File: config.mk
export PLATFORM = sky130hd
export DESIGN_NAME = ifr_tx_seq
export DESIGN_NICKNAME = d
export VERILOG_FILES = /design/src/rtl/ifr_seq_pkg.sv /design/src/rtl/ifr_type_cfg.sv /design/src/rtl/ifr_id_tx.sv /design/src/rtl/ifr_seq_ctrl.sv /design/src/rtl/ifr_tx_seq.sv
export SDC_FILE = /design/constraint.sdc
export NUM_CORES = 1
export LEC_CHECK = 0
export CAP_MARGIN = 15
export CORE_MARGIN = 5
export CORE_UTILIZATION = 45
export CTS_CLUSTER_SIZE = 16
export DETAILED_ROUTE_END_ITERATION = 8
export DONT_BUFFER_PORTS = 1
export PLACE_DENSITY_LB_ADDON = 0.1
export SYNTH_ARGS = -nofsm -noshare
export SYNTH_HDL_FRONTEND = slang
export SYNTH_SLANG_ARGS = --single-unit
File: constraint.sdc
create_clock -name clk -period 2.15 [get_ports clk]
set_input_delay 0.1075 -clock clk [delete_from_list [all_inputs] [get_ports clk]]
set_output_delay 0.1075 -clock clk [all_outputs]
set_load 0.05 [all_outputs]
File: src/rtl/ifr_seq_pkg.sv
`timescale 1ns/1ps
package ifr_seq_pkg;
  typedef enum logic [2:0] {
    S_IDLE,
    S_WAIT_EOD,
    S_NORM_BIT,
    S_SEND_ID,
    S_WAIT_SLOT,
    S_DONE
  } seq_state_t;
endpackage

File: src/rtl/ifr_type_cfg.sv
`timescale 1ns/1ps
// Response-type register with raw readback and a priority resolver.
module ifr_type_cfg #(
  parameter int TYPE_W = 3
) (
  input  logic              clk,
  input  logic              rst,
  input  logic              wr_en,
  input  logic [TYPE_W-1:0] wr_data,
  output logic [TYPE_W-1:0] raw_q,
  output logic [TYPE_W-1:0] eff
);
  always_ff @(posedge clk) begin
    if (rst)        raw_q <= '0;
    else if (wr_en) raw_q <= wr_data;
  end

  // The highest set bit wins; every lower bit is masked by all higher ones.
  for (genvar i = 0; i < TYPE_W; i++) begin : g_prio
    if (i == TYPE_W - 1) begin : g_top
      assign eff[i] = raw_q[i];
    end else begin : g_low
      assign eff[i] = raw_q[i] & ~(|raw_q[TYPE_W-1:i+1]);
    end
  end
endmodule

File: src/rtl/ifr_id_tx.sv
`timescale 1ns/1ps
// ID byte serialiser with per-bit arbitration check against the bus echo.
module ifr_id_tx #(
  parameter int ID_W = 8
) (
  input  logic            clk,
  input  logic            rst,
  input  logic            en,
  input  logic [ID_W-1:0] id,
  input  logic            tx_ready,
  input  logic            echo_vld,
  input  logic            echo_bit,
  output logic            bit_valid,
  output logic            bit_val,
  output logic            seg_end,
  output logic            lost
);
  localparam int IDX_W = (ID_W > 1) ? $clog2(ID_W) : 1;
  localparam logic [IDX_W-1:0] LAST = IDX_W'(ID_W - 1);

  logic [IDX_W-1:0] idx;
  logic             await_echo;

  assign bit_val   = id[LAST - idx];
  assign bit_valid = en & ~await_echo;
  // A passive bit that reads back active means another node won.
  assign lost      = en & await_echo & echo_vld & ~bit_val & echo_bit;
  assign seg_end   = en & await_echo & echo_vld & (lost | (idx == LAST));

  always_ff @(posedge clk) begin
    if (rst || !en) begin
      idx        <= '0;
      await_echo <= 1'b0;
    end else if (await_echo) begin
      if (echo_vld && !seg_end) begin
        idx        <= idx + 1'b1;
        await_echo <= 1'b0;
      end
    end else if (tx_ready) begin
      await_echo <= 1'b1;
    end
  end
endmodule

File: src/rtl/ifr_seq_ctrl.sv
`timescale 1ns/1ps
// Response sequencer: start, end-of-data wait, shared normalization, retries.
module ifr_seq_ctrl
  import ifr_seq_pkg::*;
#(
  parameter int ID_W   = 8,
  parameter int TYPE_W = 3
) (
  input  logic              clk,
  input  logic              rst,
  input  logic              start,
  input  logic [TYPE_W-1:0] eff_type,
  input  logic              bus_eod,
  input  logic              bus_eof,
  input  logic              bus_norm,
  input  logic              tx_ready,
  input  logic              seg_end,
  input  logic              rx_byte_vld,
  input  logic [ID_W-1:0]   rx_byte,
  input  logic [ID_W-1:0]   node_id,
  output seq_state_t        state,
  output logic [TYPE_W-1:0] act_type,
  output logic              norm_valid,
  output logic              done,
  output logic              abort
);
  seq_state_t nxt;
  logic       abort_n;
  logic       own_byte;

  assign own_byte   = (state == S_WAIT_SLOT) && rx_byte_vld && (rx_byte == node_id);
  assign norm_valid = (state == S_NORM_BIT) && !bus_norm;
  assign done       = (state == S_DONE);

  always_comb begin
    nxt     = state;
    abort_n = 1'b0;
    unique case (state)
      S_IDLE:      if (start && (|eff_type)) nxt = S_WAIT_EOD;
      S_WAIT_EOD:  if (bus_eod) nxt = S_NORM_BIT;
      S_NORM_BIT:  if (bus_norm || tx_ready) nxt = S_SEND_ID;
      S_SEND_ID:   if (seg_end) nxt = S_WAIT_SLOT;
      S_WAIT_SLOT: if (rx_byte_vld) nxt = own_byte ? S_DONE : S_SEND_ID;
      S_DONE:      nxt = S_IDLE;
      default:     nxt = S_IDLE;
    endcase
    if (bus_eof && !own_byte && state != S_IDLE && state != S_DONE) begin
      nxt     = S_IDLE;
      abort_n = 1'b1;
    end
  end

  always_ff @(posedge clk) begin
    if (rst) begin
      state    <= S_IDLE;
      act_type <= '0;
      abort    <= 1'b0;
    end else begin
      state <= nxt;
      abort <= abort_n;
      if (state == S_IDLE && nxt == S_WAIT_EOD) act_type <= eff_type;
      else if (nxt == S_IDLE)                   act_type <= '0;
    end
  end
endmodule

File: src/rtl/ifr_tx_seq.sv
`timescale 1ns/1ps
module ifr_tx_seq
  import ifr_seq_pkg::*;
#(
  parameter int ID_W   = 8,
  parameter int TYPE_W = 3
) (
  input  logic              clk,
  input  logic              rst,
  input  logic              cfg_wr,
  input  logic [TYPE_W-1:0] cfg_wdata,
  output logic [TYPE_W-1:0] cfg_rdata,
  output logic [TYPE_W-1:0] cfg_eff,
  input  logic              ifr_start,
  input  logic [ID_W-1:0]   node_id,
  input  logic              bus_eod,
  input  logic              bus_eof,
  input  logic              bus_norm,
  input  logic              rx_bit_vld,
  input  logic              rx_bit,
  input  logic              rx_byte_vld,
  input  logic [ID_W-1:0]   rx_byte,
  output logic              tx_valid,
  input  logic              tx_ready,
  output logic              tx_norm,
  output logic              tx_bit,
  output logic              ifr_busy,
  output logic [TYPE_W-1:0] ifr_type,
  output logic              ifr_done,
  output logic              ifr_abort
);
  seq_state_t state;
  logic norm_valid, bit_valid, bit_val, seg_end, lost;

  ifr_type_cfg #(.TYPE_W(TYPE_W)) u_cfg (
    .clk(clk), .rst(rst), .wr_en(cfg_wr), .wr_data(cfg_wdata),
    .raw_q(cfg_rdata), .eff(cfg_eff)
  );

  ifr_seq_ctrl #(.ID_W(ID_W), .TYPE_W(TYPE_W)) u_ctrl (
    .clk(clk), .rst(rst), .start(ifr_start), .eff_type(cfg_eff),
    .bus_eod(bus_eod), .bus_eof(bus_eof), .bus_norm(bus_norm),
    .tx_ready(tx_ready), .seg_end(seg_end), .rx_byte_vld(rx_byte_vld),
    .rx_byte(rx_byte), .node_id(node_id), .state(state),
    .act_type(ifr_type), .norm_valid(norm_valid), .done(ifr_done),
    .abort(ifr_abort)
  );

  ifr_id_tx #(.ID_W(ID_W)) u_idtx (
    .clk(clk), .rst(rst), .en(state == S_SEND_ID), .id(node_id),
    .tx_ready(tx_ready), .echo_vld(rx_bit_vld), .echo_bit(rx_bit),
    .bit_valid(bit_valid), .bit_val(bit_val), .seg_end(seg_end), .lost(lost)
  );

  assign tx_valid = norm_valid | bit_valid;
  assign tx_norm  = norm_valid;
  assign tx_bit   = norm_valid | (bit_valid & bit_val);
  assign ifr_busy = (state != S_IDLE);
endmodule

==> results.md, run 1 <==
* GRT Total Usage at 14.7%
* Layout cells sized above 1 at 20.2%
* Synth-to-layout area growth at 25.0%
* Starting Density at 47.7%
* Root buffer cell: clkbuf_4
* Rel. slew slack at 64.9%
* Least-Margin Pin Slew at 0.526 ns
* Startpoint Class: flip-flop
* IO Pins at 45
* Total grt overflow at 0
* Vias at 859
* EDFF count, synth at 0
* Cell Int Power at 438 µW
* Non-Filler Instances at 156
* CTS H-tree lvls at 1
* Routability congestion estimate at 0.728
* Hold path endpoint: u_ctrl.act_type[2]
* Antenna viol nets, final at 0
* Worst Reg2Reg Path Length in Cells at 8
* Comb power frac at 25.9%
* Reg2reg setup slack at 0.09 ns
* Skew-Pair Late Insertion Delay at 0.28 ns
* Main synth FF type: dfxtp_1
* Synth warn at 0
* Drt via density at 5.51
* Worst EP arrival at 2.24 ns
* Die outline area at 3120 µm²
* Final core occ at 59.6%
* Flop and latch count out of synthesis at 14
* Most used routing layer: met2
* M3 GR Usage at 7.42%
* CP max stage delay at 0.40 ns
* Detail Placement HPWL at 1.75 mm
* Synth top area share at 29.7%
* Synthesized area at 945 µm²
* Antenna violations before repair at 0
* Fmax at 484 MHz
* Sequential area share after synthesis at 29.7%
* Fin crit share at 96.0%
* I/O Buffers at 0
* Dpl ws at -0.0346 ns
* P per Cell Area at 541 nW/µm²
* # fillers at 195
* Fin area at 1180 µm²
* Unique masters post-synth at 40
* Hold Path Origin: rst
* Async SR Flop Fraction at 0%
* Worst min-delay path class: in2reg
* Mean post-synth cell area at 8.59 µm²
* Worst VDD drop at 646 µV
* Core ar. at 1980 µm²
* Dpl cells at 144
* Global-route wire length before repair at 3.66 mm
* Leakage at 0.000500 µW
* Worst Hold Depth at 2
* Final Max Slew Viols at 0
* Endpoints failing setup at 0
* # Max-Cap Violations at 0
* Crit. End Element: flip-flop
* FF-to-FF End: u_ctrl.act_type[2]
* Fin worst setup slack at 0.0857 ns
* Fin Clk Skew at 0.00181 ns
* Worst R2R Start: u_idtx.idx[0]
* Vias in the first global route at 829
* CTS buffer count at 3
* Wire length per cell at 14.9 µm
* Min Tclk post-route at 2.06 ns
* Starting DRT DRC Count at 11
* RSZ-0062 raised after global routing: false
* Count leader, synth: dfxtp_1
* CTS clk-pin slew, worst paths at 0.08 ns
* N_diodes at 0
* Post-CTS Setup Inserts at 0
* TritonRoute pass-1 iters at 4
* CTS Buffer Depth at 2
* Post-DP Area at 1060 µm²
* Die Wd at 55.8 µm
* Number of core rows at 16
* Status: completed
* Flop pwr share at 45.1%
* Worst EP required at 2.33 ns
* Synth cell count leaders: 14 x dfxtp_1, 12 x nor2_1, 9 x mux2i_1
* Residual DRC at 0
* Synth Instances at 110
* Die Ht at 55.8 µm
* Switching share of total power at 31.4%
* Crit path kind: reg2reg
* Largest net degree at the start of global routing at 12
* Slowest CP cell: or3b_1
* Final hold vios at 0
* Multi-input gate area at 628 µm²
* Synth area leaders: dfxtp_1 30%, mux2i_1 9.5%, xor2_1 7.4%
* CTS tree: done
* Crit Path Max Fanout at 4
* Clock group share of total power at 29.0%
* GRT met1 Usage at 14.8%
* Clock sinks at 14
* Crit path cell chain: buf_6 > mux2i_1 > nand3b_1 > nand4_2 > a211oi_2 > or3b_1 > a311o_1 > a32o_1
* Yosys top cell by area: dfxtp_1
* Layout Nets at 162
* Fraction of met2 tracks used by global routing at 27.0%
* Synth Net Count at 142
* Total Wirelength at 2.32 mm
* Sequential cell area at 282 µm²
* Switching power total at 201 µW
-- flip-flops by register name (all words and copies together) (netlist names) --
signal,cells
u_ctrl.abort,1
u_ctrl.state,3
u_cfg.raw_q,3
u_idtx.idx,3
u_idtx.await_echo,1
u_ctrl.act_type,3
-- timing repair --
item | CTS | global route
resized for setup | 1 | 2
endpoints found under the hold margin | 11 | 0
setup endpoints to repair | 2 | 2
hold buffers | 8 | 0
gates cloned | 0 | 0
pin swaps | 1 | 3
-- layout by cell type (no fill, tap or decap), types with 2 or more instances in the layout --
cell and instances:
xor2_1 8, and3_1 4, mux2i_1 9, a31oi_1 2, and2_1 2, dfxtp_1 13, nand3b_1 3, nor2b_1 4
nand3_1 2, nor4_2 2, a21oi_1 3, nor2_1 12, inv_1 4, dlygate4sd3_1 8, ha_1 2, nor3_1 5
buf_4 10, nand2_1 7, clkbuf_4 3
-- power groups by stage --
stage,registers (µW),clock network (µW),logic [µW]
2_1_floorplan,306,0,109
3_3_place_gp,294,0,146
3_5_place_dp,294,0,147
4_1_cts,288,191,164
5_1_grt,290,208,177
6_report,288,185,165
-- kinds of logic after synthesis --
group	count (synthesis)	synth area share, %
DFF	14	29.7
xor gates and xnor gates	9	8.34
muxes	9	9.54
and+or+nand+nor	51	31.9
buffers and inverters	9	4.77
adders and majority gates	2	2.65
AOI/OAI and AO/OA	16	13.1
-- through the flow --
step | TNS (ns) | power [µW] | hold WS (ns)
after floorplan | 0 | 415 | 0.179
after global placement | 0 | 440 | 0.184
after detailed placement | -0.0434 | 441 | 0.183
after CTS | 0 | 643 | 0.0974
after global routing | 0 | 676 | 0.103
final | 0 | 639 | 0.104
-- worst max path at each step --
| stage | start | endpoint | slack, ns | depth (start not counted) |
|---|---|---|---|---|
| floorplan | u_ctrl.state[2] | tx_bit | 0.01 | 4 |
| global route | u_idtx.idx[0] | u_ctrl.act_type[2] | 0.004 | 8 |
| global placement | u_idtx.idx[0] | u_ctrl.act_type[2] | 0.03 | 8 |
| finish | u_idtx.idx[0] | u_ctrl.act_type[2] | 0.09 | 8 |
| CTS | u_idtx.idx[0] | u_ctrl.act_type[2] | 0.04 | 8 |
| detailed placement | u_idtx.idx[0] | u_ctrl.act_type[2] | -0.03 | 8 |
-- area by class of cell --
cell class,instances,area share (%)
multi-input cells,87,53.2
flip-flops and latches,14,23.8
repair buffers,20,15.8
clock buffers,4,3.07
well taps,27,2.86
inverters,4,1.27
-- per-layer routing --
layer / routed length (µm) / up-vias
li1: - / 429
met1: 885 / 407
met2: 1260 / 21
met3: 166 / 2
met4: 12 / 0
met5: 0 / -
-- worst max-delay path, delay by kind of cell (launching register included) --
kind,cells,cell delay (ns)
simple gates,3,0.64
mux,1,0.18
compound gates,3,0.67
flops,1,0.36
buf+inv,1,0.12
(Power assumes the default switching activity.)
==> inputs of run 2 (changes only) <==
==> constraint.sdc (replaced) <==
create_clock -name clk -period 2.4 [get_ports clk]
set_input_delay 0.12 -clock clk [delete_from_list [all_inputs] [get_ports clk]]
set_output_delay 0.12 -clock clk [all_outputs]
set_load 0.05 [all_outputs]
==> run 2 against run 1 <==
  * First-iteration DRC count rose by 73%
  * Via count fell by 6.5%
  * Highest routed layer unchanged
  * Largest cell class unchanged
  * Power fell by 11%
==> results.md, run 2 (synthesized netlist as in run 1, its figures left out) <==
* Antenna viol nets, final at 0 (unchanged)
* Clock sinks at 14 (unchanged)
* Hold Path Origin: cfg_wr
* IO Pins at 45 (unchanged)
* Switching power total at 181 µW (-10%)
* Worst setup path start: u_idtx.idx[0]
* Comb power frac at 24.9% (-1.0 points)
* CTS buffer count at 3 (unchanged)
* TritonRoute pass-1 iters at 4 (unchanged)
* Vias in the first global route at 810 (-2.3%)
* Commonest non-fill, non-tap cell in the layout: dfxtp_1
* Die Ht at 55.8 µm (unchanged)
* N_diodes at 0 (unchanged)
* Cell Int Power at 387 µW (-12%)
* Crit. End Element: flip-flop
* Detail Placement HPWL at 1.76 mm (+1.1%)
* Final Power at 568 µW (-11%)
* Layout Nets at 156 (-3.7%)
* Layout cells sized above 1 at 15.4% (-4.7 points)
* Starting DRT DRC Count at 19 (+8)
* Residual DRC at 0 (unchanged)
* Worst R2R Start: u_idtx.idx[0]
* Min Tclk post-route at 2.27 ns (+0.208 ns)
* I/O Buffers at 0 (unchanged)
* Final hold vios at 0 (unchanged)
* Leakage at 0.000467 µW (-6.6%)
* P per Cell Area at 510 nW/µm² (-5.6%)
* Most frequent cells in the layout: 14 x dfxtp_1, 12 x nor2_1, 9 x mux2i_1, 8 x xor2_1
* Fin crit share at 94.7% (-1.4 points)
* Global-route wire length before repair at 3.71 mm (+1.5%)
* Worst EP required at 2.58 ns (+0.25 ns)
* Crit Path Max Fanout at 6 (+2)
* Vias at 803 (-6.5%)
* Number of core rows at 16 (unchanged)
* Root buffer cell: clkbuf_4
* Final Max Slew Viols at 0 (unchanged)
* Setup TNS Final at 0 ns (unchanged)
* Total grt overflow at 0 (unchanged)
* Status: completed
* Crit path kind: reg2reg
* Endpoints failing setup at 0 (unchanged)
* Rel. slew slack at 64.2% (-0.73 points)
* # fillers at 192 (-1.5%)
* Worst EP arrival at 2.45 ns (+0.21 ns)
* Synth-to-layout area growth at 17.7%
* Worst VDD drop at 383 µV (-41%)
* Largest net degree at the start of global routing at 12 (unchanged)
* GRT Total Usage at 14.8% (+0.13 points)
* Fin Clk Skew at 0.00407 ns (+0.00227 ns)
* Drt via density at 5.35 (-2.8%)
* Total Wirelength at 2.34 mm (+0.73%)
* Wire length per cell at 15.6 µm (+4.8%)
* Routability congestion estimate at 0.754 (+3.6%)
* Die Wd at 55.8 µm (unchanged)
* Flop pwr share at 45.5% (+0.4 points)
* PostCTS Resize Cnt at 0 (-1)
* Fmax at 440 MHz (-9.1%)
* Startpoint Class: flip-flop
* Switching share of total power at 31.8% (+0.42 points)
* CTS clk-pin slew, worst paths at 0.08 ns (about the same)
* Antenna violations before repair at 0 (unchanged)
* Clock group share of total power at 29.6% (+0.6 points)
* Core ar. at 1980 µm² (unchanged)
* RSZ-0062 raised after global routing: false
* Post-CTS Setup Inserts at 0 (unchanged)
* CTS tree: done
* CTS H-tree lvls at 1 (unchanged)
* Die outline area at 3120 µm² (unchanged)
* # Max-Cap Violations at 0 (unchanged)
* Cts hold-fix bufs at 7 (-1)
* Skew-Pair Late Insertion Delay at 0.28 ns (about the same)
* CTS Buffer Depth at 2 (unchanged)
* Starting Density at 47.7% (unchanged)
* Worst min-delay path class: in2reg
* Least-Margin Pin Slew at 0.537 ns (+0.0109 ns)
==> run 2: power by group through the flow <==
| stage | Combinational, µW | Sequential (µW) | Clock [µW] |
|---|---|---|---|
| global route | 153 | 260 | 180 |
| global placement | 126 | 264 | 0 |
| detailed placement | 127 | 264 | 0 |
| CTS | 140 | 258 | 172 |
| floorplan | 96.6 | 274 | 0 |
| finish | 141 | 259 | 168 |
==> run 2: path summary, 6_finish.rpt <==
check             cells past startpoint            endpoint  slack (ns)
setup / recovery                      7  u_ctrl.act_type[2]        0.13
hold reg to reg                       2   u_idtx.await_echo        0.54
hold / removal                        2      u_cfg.raw_q[1]        0.03
setup reg to reg                      7  u_ctrl.act_type[2]        0.13
==> run 2: cell type report <==
class	instances	area, µm²	area share, %
Multi-Input combinational cell	87	624	56.1
Sequential cell	14	280	25.2
Timing Repair Buffer	14	123	11.0
Clock buffer	4	36.3	3.26
Tap cell	27	33.8	3.04
Inverter	4	15.0	1.35
==> run 2: per-stage QoR <==
stage | std cells | setup slack, ns | area [µm²] | utilization [%] | hold slack (ns)
finish | 150 | 0.128 | 1110 | 56.1 | 0.0319
global route | 150 | 0.00800 | 1110 | 56.1 | 0.0900
CTS | 150 | 0.140 | 1110 | 56.1 | 0.000166
detailed placement | 139 | 0.156 | 1010 | 50.8 | 0.195
global placement | 139 | 0.217 | 1010 | 50.8 | 0.195
floorplan | 110 | 0.0113 | 945 | - | 0.192
==> run 2: worst max-delay path: stages, from the launching register on <==
cell      delay, ns
dfxtp_1        0.51
ha_1           0.22
ha_1           0.14
and3_1         0.18
a211oi_2       0.06
o41a_1         0.43
a311o_1        0.37
a32o_1         0.26
==> run 2: metal layers <==
metal  track usage [%]  share of wire [%]
met1              15.8                 40
met2              27.2                 52
met3              6.26                7.5
met4              3.05               0.56
met5                 0                  0
==> inputs of run 3 (changes only) <==
--- a/config.mk
+++ b/config.mk
@@ -5,6 +5,7 @@
 export SDC_FILE = /design/constraint.sdc
 export NUM_CORES = 1
 export LEC_CHECK = 0
+export ABC_AREA = 1
 export CAP_MARGIN = 15
 export CORE_MARGIN = 5
 export CORE_UTILIZATION = 45
==> run 3 against run 2 <==
  * Global-route usage fell by 1.9 points
  * Core utilization fell by 0.69 points
  * Largest power group unchanged
  * Sequential power barely moved
  * Area after synthesis rose by 2.5%
==> results.md, run 3 <==
* N_diodes at 0 (unchanged)
* Synth Instances at 145 (+32%)
* Drt via density at 4.91 (-8.3%)
* Largest net degree at the start of global routing at 9 (-3)
* Critical Path End: tx_valid
* Die Ht at 56.4 µm (+1.0%)
* IO Pins at 45 (unchanged)
* Worst EP arrival at 1.72 ns (-0.73 ns)
* Worst EP required at 2.28 ns (-0.30 ns)
* Async SR Flop Fraction at 0% (unchanged)
* Synth area leaders: dfxtp_1 29%, inv_1 10%, nand2_1 10%
* Dpl cells at 178 (+28%)
* Synth Net Count at 177 (+25%)
* Worst setup path start: u_ctrl.state[1]
* Synth cell count leaders: 26 x inv_1, 26 x nand2_1, 14 x dfxtp_1
* Fmax at 543 MHz (+23%)
* Residual DRC at 0 (unchanged)
* # fillers at 210 (+9.4%)
* Die outline area at 3180 µm² (+2.1%)
* Min Tclk post-route at 1.84 ns (-0.431 ns)
* Rel. slew slack at 64.9% (+0.63 points)
* Layout Nets at 190 (+22%)
* Routability congestion estimate at 0.801 (+6.3%)
* Layout cells sized above 1 at 21.0% (+5.6 points)
* Final Max Slew Viols at 0 (unchanged)
* Starting DRT DRC Count at 32 (+13)
* Final hold vios at 0 (unchanged)
* CTS clk-pin slew, worst paths at 0.08 ns (about the same)
* Crit Path Max Fanout at 3 (-3)
* Critical Path Most Common Cell: inv_1
* Slowest CP cell: dfxtp_1
* I/O Buffers at 0 (unchanged)
* EDFF count, synth at 0 (unchanged)
* Status: completed
* Most frequent cells in the layout: 26 x inv_1, 26 x nand2_1, 14 x dfxtp_1, 13 x nor2_1, 9 x nand3_1
* Synth top area share at 28.9% (-0.73 points)
* CP max stage delay at 0.38 ns (-0.13 ns)
* # Max-Cap Violations at 0 (unchanged)
* Antenna viol nets, final at 0 (unchanged)
* Detail Placement HPWL at 1.78 mm (+0.73%)
* Total Wirelength at 2.08 mm (-11%)
* Endpoints failing setup at 0 (unchanged)
* Crit. End Element: output port
* Synthesized area at 968 µm² (+2.5%)
* Skew-Pair Late Insertion Delay at 0.27 ns (about the same)
* Vias at 903 (+12%)
* Mean post-synth cell area at 6.68 µm² (-22%)
* Antenna violations before repair at 0 (unchanged)
* Fin Clk Skew at 0.00311 ns (-0.000965 ns)
* Worst R2R Start: u_ctrl.state[1]
* Synth warn at 0 (unchanged)
* Total grt overflow at 0 (unchanged)
* Starting Density at 48.4% (+0.71 points)
* CTS tree: done
* CTS H-tree lvls at 1 (unchanged)
* Die Wd at 56.4 µm (+1.0%)
* Worst VDD drop at 325 µV (-15%)
* CTS buffer count at 3 (unchanged)
* Vias in the first global route at 796 (-1.7%)
* Flop and latch count out of synthesis at 14 (unchanged)
* Non-Filler Instances at 184 (+23%)
* Sequential area share after synthesis at 28.9% (-0.73 points)
* GRT Total Usage at 13.0% (-1.9 points)
* Reg2reg setup slack at 0.63 ns (+0.50 ns)
* Global-route wire length before repair at 3.34 mm (-10%)
* Clock sinks at 14 (unchanged)
* Crit path cell chain: inv_2 > nor3_1 > inv_1 > nor2_1 > buf_4 > inv_1 > nand2_1
* Wire length per cell at 11.3 µm (-28%)
* P per Cell Area at 519 nW/µm² (+1.7%)
* Crit path kind: reg2out
* Setup TNS Final at 0 ns (unchanged)
* Worst min-delay path class: in2reg
* CTS Buffer Depth at 2 (unchanged)
* Number of core rows at 16 (unchanged)
* RSZ-0062 raised after global routing: false
* TritonRoute pass-1 iters at 4 (unchanged)
* Synth-to-layout area growth at 14.6%
* Leakage at 0.000505 µW (+8.2%)
* Fin Hold WS at 0.00839 ns (-0.0235 ns)
* FF-to-FF End: u_ctrl.act_type[0]
* Startpoint Class: flip-flop
* Core ar. at 2000 µm² (+1.0%)
* Root buffer cell: clkbuf_4
* Least-Margin Pin Slew at 0.527 ns (-0.0102 ns)
* PostCTS Resize Cnt at 0 (unchanged)
* Worst Reg2Reg Path Length in Cells at 9 (+2)
* Fin crit share at 76.7% (-18 points)
* Unique masters post-synth at 24 (-40%)
* Main synth FF type: dfxtp_1
* Yosys top cell by area: dfxtp_1
## run 3: power by group
| group | internal [µW] | switching, µW | leakage (µW) |
|---|---|---|---|
| clock | 92.1 | 70.5 | 0.0000210 |
| combinational | 47.6 | 110 | 0.000370 |
| sequential | 242 | 14.4 | 0.000114 |
## run 3: per-stage QoR
stage	setup WS [ns]	cell area, µm²	util, %	power, µW
3_5_place_dp	0.671	1050	52.6	416
4_1_cts	0.539	1110	55.4	584
2_1_floorplan	0.0204	968	-	392
6_report	0.559	1110	55.4	576
5_1_grt	0.424	1110	55.4	611
3_3_place_gp	0.758	1050	52.6	414
## run 3: cell families (layout without fill, tap and decap cells)
family                   after synthesis  in the layout  synth area share [%]
AO/OA/AOI/OAI                         19             19                  10.5
XOR/XNOR                               8              8                  7.23
adder cells (fa/ha/maj)                2              2                  2.58
buffers and inverters                 32             44                  13.6
flip-flops                            14             14                  28.9
AND/OR/NAND/NOR                       70             70                  37.2
## run 3: cell type report
cell class,count,area [µm²],share of cell area [%]
Clock buffer,4,36.3,3.27
Inverter,30,113,10.1
Multi-Input combinational cell,99,567,51.1
Sequential cell,14,280,25.3
Tap cell,27,33.8,3.04
Timing Repair Buffer,10,80.1,7.22
## run 3: timing repair
action,CTS,global route
hold buffers,2,0
hold endpoints to repair,8,0
setup buffers,0,0
## run 3: worst min-delay path by stage
stage / start / end / slack [ns] / cells after the start
6_report: bus_eof / u_ctrl.abort / 0.008 / 2
5_1_grt: bus_eof / u_ctrl.abort / 0.003 / 2
4_1_cts: cfg_wr / u_cfg.raw_q[2] / 0.005 / 2
3_5_place_dp: rst / u_ctrl.act_type[2] / 0.19 / 1
3_3_place_gp: rst / u_ctrl.act_type[0] / 0.19 / 1
2_1_floorplan: cfg_wdata[2] / u_cfg.raw_q[2] / 0.25 / 2
## run 3: critical path: cells and delay by family, from the launching register on
family | cells | cell delay (ns)
buf+inv | 4 | 0.42
flops | 1 | 0.38
simple gates | 3 | 0.64
## run 3: layer usage
| layer | up-vias | wire [µm] | global-route usage [%] |
|---|---|---|---|
| met2 | 41 | 880 | 19.9 |
| met1 | 380 | 927 | 15.7 |
| met5 | - | 0 | 0 |
| met3 | 2 | 262 | 6.65 |
| met4 | 0 | 10 | 4.07 |
| li1 | 480 | - | - |
